--- src/rtl/gei_pkg.sv ---
package gei_pkg;
  localparam int unsigned WORD_W = 32;
  localparam int unsigned ADDR_W = 2;

  typedef enum logic [ADDR_W-1:0] {
    SEL_ENABLE   = 2'd0,
    SEL_POLARITY = 2'd1,
    SEL_ASSERT   = 2'd2,
    SEL_DEASSERT = 2'd3
  } gei_sel_e;

  // Meaning of bit 0 in a status write
  typedef enum logic {
    WMODE_CLEAR = 1'b0,
    WMODE_SET   = 1'b1
  } gei_wmode_e;
endpackage

--- src/rtl/gei_edge_detect.sv ---
module gei_edge_detect #(
  parameter int unsigned N      = 31,
  parameter int unsigned STAGES = 2
) (
  input  logic         clk,
  input  logic         rst,
  input  logic [N-1:0] pin_in,
  output logic [N-1:0] rise,
  output logic [N-1:0] fall
);
  for (genvar k = 0; k < N; k++) begin : g_pin
    logic [STAGES-1:0] sync_q;
    logic              last_q;

    always_ff @(posedge clk) begin
      if (rst) begin
        sync_q <= '0;
        last_q <= 1'b0;
      end else begin
        sync_q <= {sync_q[STAGES-2:0], pin_in[k]};
        last_q <= sync_q[STAGES-1];
      end
    end

    assign rise[k] = sync_q[STAGES-1] & ~last_q;
    assign fall[k] = ~sync_q[STAGES-1] & last_q;
  end
endmodule

--- src/rtl/gei_cfg_regs.sv ---
module gei_cfg_regs #(
  parameter int unsigned N = 31
) (
  input  logic         clk,
  input  logic         rst,
  input  logic         wr_enable,
  input  logic         wr_polarity,
  input  logic [N-1:0] wr_bits,
  output logic [N-1:0] enable_q,
  output logic [N-1:0] polarity_q
);
  always_ff @(posedge clk) begin
    if (rst) begin
      enable_q   <= '0;
      polarity_q <= '0;
    end else begin
      if (wr_enable)   enable_q   <= wr_bits;
      if (wr_polarity) polarity_q <= wr_bits;
    end
  end
endmodule

--- src/rtl/gei_status_reg.sv ---
module gei_status_reg
  import gei_pkg::*;
#(
  parameter int unsigned N = 31
) (
  input  logic              clk,
  input  logic              rst,
  input  logic [N-1:0]      evt,
  input  logic              wr_en,
  input  logic [WORD_W-1:0] wr_data,
  output logic [N-1:0]      status_q
);
  gei_wmode_e   mode;
  logic [N-1:0] touch;
  logic [N-1:0] status_d;

  assign mode  = gei_wmode_e'(wr_data[0]);
  assign touch = wr_en ? wr_data[N:1] : '0;

  for (genvar k = 0; k < N; k++) begin : g_bit
    always_comb begin
      status_d[k] = status_q[k];
      if (touch[k]) status_d[k] = (mode == WMODE_SET);
      // a fresh event overrides a clear in the same cycle
      if (evt[k]) status_d[k] = 1'b1;
    end
  end

  always_ff @(posedge clk) begin
    if (rst) status_q <= '0;
    else     status_q <= status_d;
  end
endmodule

--- src/rtl/gpio_edge_irq.sv ---
module gpio_edge_irq
  import gei_pkg::*;
#(
  parameter int unsigned NUM_PINS = 31,
  parameter int unsigned SYNC_STAGES = 2
) (
  input  logic                clk,
  input  logic                rst,
  input  logic [NUM_PINS-1:0] gpio_in,
  input  logic [1:0]          reg_addr,
  input  logic                reg_wen,
  input  logic [31:0]         reg_wdata,
  output logic [31:0]         reg_rdata,
  output logic                irq_assert,
  output logic                irq_deassert
);
  gei_sel_e            sel;
  logic [NUM_PINS-1:0] rise, fall;
  logic [NUM_PINS-1:0] en_q, pol_q;
  logic [NUM_PINS-1:0] evt_a, evt_d;
  logic [NUM_PINS-1:0] stat_a, stat_d;
  logic [WORD_W-1:0]   rd_next;

  assign sel = gei_sel_e'(reg_addr);

  gei_edge_detect #(.N(NUM_PINS), .STAGES(SYNC_STAGES)) u_edge (
    .clk(clk), .rst(rst), .pin_in(gpio_in), .rise(rise), .fall(fall)
  );

  gei_cfg_regs #(.N(NUM_PINS)) u_cfg (
    .clk(clk), .rst(rst),
    .wr_enable(reg_wen && sel == SEL_ENABLE),
    .wr_polarity(reg_wen && sel == SEL_POLARITY),
    .wr_bits(reg_wdata[NUM_PINS-1:0]),
    .enable_q(en_q), .polarity_q(pol_q)
  );

  for (genvar k = 0; k < NUM_PINS; k++) begin : g_steer
    assign evt_a[k] = en_q[k] & (pol_q[k] ? rise[k] : fall[k]);
    assign evt_d[k] = en_q[k] & (pol_q[k] ? fall[k] : rise[k]);
  end

  gei_status_reg #(.N(NUM_PINS)) u_stat_a (
    .clk(clk), .rst(rst), .evt(evt_a),
    .wr_en(reg_wen && sel == SEL_ASSERT), .wr_data(reg_wdata),
    .status_q(stat_a)
  );

  gei_status_reg #(.N(NUM_PINS)) u_stat_d (
    .clk(clk), .rst(rst), .evt(evt_d),
    .wr_en(reg_wen && sel == SEL_DEASSERT), .wr_data(reg_wdata),
    .status_q(stat_d)
  );

  always_comb begin
    rd_next = '0;
    unique case (sel)
      SEL_ENABLE:   rd_next[NUM_PINS-1:0] = en_q;
      SEL_POLARITY: rd_next[NUM_PINS-1:0] = pol_q;
      SEL_ASSERT:   rd_next[NUM_PINS:0]   = {stat_a, 1'b0};
      SEL_DEASSERT: rd_next[NUM_PINS:0]   = {stat_d, 1'b0};
      default:      rd_next = '0;
    endcase
  end

  always_ff @(posedge clk) begin
    if (rst) begin
      reg_rdata    <= '0;
      irq_assert   <= 1'b0;
      irq_deassert <= 1'b0;
    end else begin
      reg_rdata    <= rd_next;
      irq_assert   <= |(stat_a & en_q);
      irq_deassert <= |(stat_d & en_q);
    end
  end
endmodule

--- config.mk ---
export PLATFORM = sky130hd
export DESIGN_NAME = gpio_edge_irq
export DESIGN_NICKNAME = d
export VERILOG_FILES = /design/src/rtl/gei_pkg.sv /design/src/rtl/gei_edge_detect.sv /design/src/rtl/gei_cfg_regs.sv /design/src/rtl/gei_status_reg.sv /design/src/rtl/gpio_edge_irq.sv
export SDC_FILE = /design/constraint.sdc
export NUM_CORES = 1
export LEC_CHECK = 0
export ABC_AREA = 1
export BUFFER_PORTS_ARGS = -buffer_cell sky130_fd_sc_hd__buf_2
export CORE_ASPECT_RATIO = 0.6
export CORE_UTILIZATION = 34
export DETAILED_ROUTE_END_ITERATION = 12
export PLACE_DENSITY = 0.63
export SYNTH_ARGS = -nofsm -noshare
export SYNTH_HDL_FRONTEND = slang
export SYNTH_SLANG_ARGS = --single-unit
--- constraint.sdc ---
create_clock -name clk -period 1.7 [get_ports clk]
set_clock_uncertainty 0.2 [all_clocks]
set_input_delay 0.17 -clock clk [delete_from_list [all_inputs] [get_ports clk]]
set_output_delay 0.17 -clock clk [all_outputs]
set_load 0.1 [all_outputs]
# Word level (Yosys, flattened, before mapping)
# Cells that the tools add are included.
[op_classes]
n_addsub = 0
mul = 0
bitwise = 188
eq_ne = 3
order_cmp = 0
n_shift = 0
div_mod_pow = 0
reduce_logical = 69
n_mux = 190
[ops]
columns = ["op", "n"]
rows = [
  ["two-way mux 1 bit", 186],
  ["AND 1 bit", 124],
  ["one-hot mux 31 bit (4 select lines)", 1],
  ["nonzero test 2 bit", 62],
  ["AND 31 bit", 2],
  ["two-way mux 31 bit", 2],
  ["inverter 1 bit", 62],
  ["OR reduction 31 bit", 2],
  ["equality test 2 bit (second input constant)", 2],
  ["logical AND 1 bit", 4],
  ["equality test 2 x 1 -> 1 bit (second input constant)", 1],
  ["zero test 2 bit", 1],
  ["one-hot mux 1 bit (2 select lines)", 1],
]
[totals]
mem_bits_rw = 0
latch_bits = 0
ff_bits = 251
wordCells = 579
romBits = 0
mem_count = 0

# Logic depth before layout (Yosys ltp)
[depth]
ltp_word = 5
ltp_mapped = 9
ltp_nobuf = 9

# Hierarchy
# Synthesis repeated with hierarchy kept, for this count alone.
[unflattened]
cells_unflattened = 1830
hier_area_um2 = 11742.5
[by_module_without_submodules]
columns = ["mod", "n_inst", "seq_area_each_um2", "cells_per_inst", "area_per_inst_um2"]
rows = [
  ["gei_status_reg", 2, 620.6, 262, 1671.6],
  ["gei_edge_detect", 1, 1861.8, 382, 3009.1],
  ["gpio_edge_irq", 1, 680.7, 562, 2910.3],
  ["gei_cfg_regs", 1, 1241.2, 362, 2479.9],
]

# Worst setup path after synthesis
# OpenSTA, ideal clock, no wires.
[synth_path]
kind = "in2reg"
from = "in rst"
to = "reg u_cfg.enable_q[10]"
cell_stages = 6
slack_ns = 0.411
arrival_time_ns = 1.019
path_cell_list = "buf_2 clkinv_1 buf_2 clkbuf_1 o21ai_0 a21oi_1"
[synth_lines]
columns = ["item", "line_no", "source"]
rows = [
  ["start, declared", "gpio_edge_irq.sv:8", "input logic rst,"],
  ["end signal, assigned", "gei_cfg_regs.sv:17", "if (wr_enable) enable_q <= wr_bits;"],
  ["end, declared", "gei_cfg_regs.sv:9", "output logic [N-1:0] enable_q,"],
]

# Worst setup path in the final report
[layout_path]
from = "reg reg_rdata[24]"
to = "out reg_rdata[24]"
[layout_lines]
columns = ["item", "line_no", "source"]
rows = [
  ["start, declared", "gpio_edge_irq.sv:13", "output logic [31:0] reg_rdata,"],
  ["start signal, assigned", "gpio_edge_irq.sv:72", "reg_rdata <= rd_next;"],
]
# No word-level cell between the ends.

==> metrics.md <==
| Metric | Value |
|---|---|
| Mapped cell area | 10700 sq um |
| Post-DRT Antenna Nets | 0 |
| Crit Path Class | flip-flop to primary output |
| Status | finished clean |
| Die W | 231 microns |
| R2r endpoint | irq_deassert$_SDFF_PP0_ |
| Startpoint Class | flip-flop |
| Final Cycle Share | 0.975 |
| Worst hold path endpoint | u_stat_d.status_q[16]$_SDFFE_PP0P_ |
| Worst hold-check path type | input port to flip-flop |
| Crit path capture type | primary output |
| Post-Syn Instances | 1580 |
| Relative slew slack | 0.672 |
| Num CTS Buffers | 25 |
| Clock Tree Buf Depth | 3 |
| Grt ovf | 0 |
| Initial DRC count | 1050 |
| Setup violation total in the final timing report | 0 |
| Vias in the first global route | roughly 10000 |
| Unique masters post-synth | 18 |
| Family with the most delay on the worst path | buffers and inverters |
| Cell Chain, Critical Path | buf_2 |
| Die footprint | 32200 sq um |
| Final TNS setup | 0 ns |
| Worst reg-to-reg path cell count | 6 |
| H-tree Lvls | 1 |
| Final hold slack | 0.0436 ns |
| Peak supply drop | 0.701 mV |
| Pwr Density | around 980 nW/um^2 |
| Final hold violations | 0 |
| Detailed-route DRC error count | 0 |
| Max Clk Rate | 603 MHz |
| Clock transition at path regs | 0.07 ns |
| Non-Filler Instances | 2191 |
| Net Count, Synth | approximately 1600 |
| Overall power | 0.0133 W |
| Sink Count | between 200 and 300 |
| Max Fanout on Critical Path | 1 |
| PortBufs | 101 |
| Static leakage | between 6 and 7 nW |
| Starting Density | 0.352 |
| Share of cells above drive strength 1 | 0.103 |
| Required @ worst endpoint | 1.33 ns |
| Hold_sp | reg_wdata[0] |
| Area of the core | 30500 sq um |
| Initial antenna violation count | 0 |
| Worst-Margin Slew | 0.496 ns |
| RSZ-0062 raised after global routing | false |
| Yosys warnings | 0 |
| Most common cell after layout, fill and taps aside | nand2_1 |
| First drt pass iteration count | 7 |
| Max stage delay on crit path | 0.43 ns |
| Core Rows | 49 |
| Slew Viols, Final | 0 |
| GRT Total Usage | 0.203 |
| Crit path DAT | 1.29 ns |
| DR vias | 10710 |
| Diode count | 0 |
| Mean post-synth cell area | between 6 and 7 sq um |
| GP Congestion | 0.857 |
| R2R Setup Slk | 0.12 ns |
| HPWL after DPL | 22100 microns |
| Final min period | 1.66 ns |
| Sequential share of the synthesized area | 0.469 |
| Die Span Y | between 100 and 150 microns |
| DR WL/cell | 14.9 microns |
| Clock Latency Late Sink | 0.55 ns |
| Ports | 102 |
| Area taken by multi-input logic gates | roughly 4400 sq um |
| Placed Cells | 2049 |
| Via density | 4.89 |
| WL final | 32600 microns |
| Fillers | 3052 |
| First-pass GRT wire length | between 50000 and 60000 microns |
| Pin count of the biggest net entering global routing | 77 |
| # Max-Cap Violations | 0 |
| Pre-CTS setup slack | 0.128 ns |
| Final net count | roughly 1800 |
| Worst R2R Start | u_cfg.enable_q[22]$_SDFFE_PP0P_ |
| Critical-path top delay cell | buf_2 |
| Most frequent cells in the layout | nand2_1, dfxtp_1, inv_1 |
| Area Growth Syn to Fin | 26.9% |
| CTS tree | yes |
| Seq. cell area | 5020 sq um |
| Hold Path Depth | 4 |
| Post-route setup slack | between 0.04 and 0.05 ns |
| Register bit total from synthesis | 251 |
| Buf+Inv Stages, Crit Path | 1 |
| CTS root buf | clkbuf_16 |
-- cell families (layout without fill, tap and decap cells) --
logic type / Yosys count / in the layout / share of synthesized area
AOI/OAI and AO/OA: 316 / 316 / 0.153
buffers and inverters: 328 / 531 / 0.118
DFF: 251 / 251 / 0.469
and+or+nand+nor: 685 / 685 / 0.260
-- power breakdown --
group          switching (W)  total (W)  internal (W)
combinational        0.00109    0.00167      0.000574
clock                0.00237    0.00530       0.00293
sequential          0.000198    0.00634       0.00615
total                0.00366     0.0133       0.00965
-- per-layer routing --
layer	vias up	track usage	routed length (microns)
met2	442	0.293	13100
li1	5321	-	-
met5	-	0	0
met1	4889	0.296	15500
met3	58	0.0492	3290
met4	0	0.0558	700
-- timing repair --
| item | in CTS | in global routing |
|---|---|---|
| hold endpoints to repair | 220 | 0 |
| setup buffers | 0 | 0 |
| hold buffers | 96 | 0 |
| setup endpoints to repair | 12 | 12 |
| resized for setup | 12 | 4 |
-- synthesized netlist by cell type --
cell type | number | area (sq um)
a21boi_1 | 7 | 52.6
a21oi_1 | 122 | 611
clkbuf_1 | 48 | 180
inv_2 | 5 | 18.8
clkinv_1 | 1 | 3.75
o21ai_0 | 129 | 646
a31oi_1 | 12 | 75.1
nor2_1 | 118 | 443
o21ai_1 | 35 | 175
nand3_1 | 169 | 846
clkbuf_2 | 1 | 5.00
buf_2 | 9 | 45.0
buf_1 | 10 | 37.5
buf_4 | 5 | 37.5
nand2_1 | 398 | 1490
a21boi_0 | 11 | 82.6
inv_1 | 249 | 935
dfxtp_1 | 251 | 5020
-- area by class of cell --
type                    count  area share
multi-input cells        1001       0.326
clock buffers              36      0.0527
clock inverters            10     0.00414
well taps                 408      0.0375
repair buffers            230       0.139
flip-flops and latches    251       0.370
inverters                 255      0.0705
-- sequential cells by signal (all words and copies together) (netlist names) --
name,flops
irq_assert,1
irq_deassert,1
reg_rdata,32
u_cfg.enable_q,31
u_cfg.polarity_q,31
u_edge.g_pin.last_q,31
u_edge.g_pin.sync_q,62
u_stat_a.status_q,31
u_stat_d.status_q,31
-- worst min-delay path, delay by kind of cell --
| family | cells | cell delay, ns |
|---|---|---|
| AO/OA/AOI/OAI | 1 | 0.07 |
| AND/OR/NAND/NOR | 1 | 0.13 |
| buffers and inverters | 2 | 0.32 |
-- per-stage QoR --
step	util	instance area [sq um]
floorplan	-	10700
global placement	0.388	11800
detailed placement	0.388	11800
CTS	0.446	13600
global route	0.446	13600
finish	0.446	13600
-- worst max-delay path by stage --
stage	slack, ns	depth (start not counted)	start	to
floorplan	0.41	6	rst	u_cfg.enable_q[10]$_SDFFE_PP0P_
global route	0.00008	5	rst	u_edge.g_pin[20].sync_q[0]$_SDFF_PP0_
CTS	0.003	1	reg_rdata[14]$_SDFF_PP0_	reg_rdata[14]
global placement	0.16	11	reg_addr[1]	u_stat_a.status_q[30]$_SDFFE_PP0P_
detailed placement	0.13	11	reg_addr[1]	u_stat_a.status_q[30]$_SDFFE_PP0P_
finish	0.04	1	reg_rdata[24]$_SDFF_PP0_	reg_rdata[24]
Power figures use the tool's default switching activity.
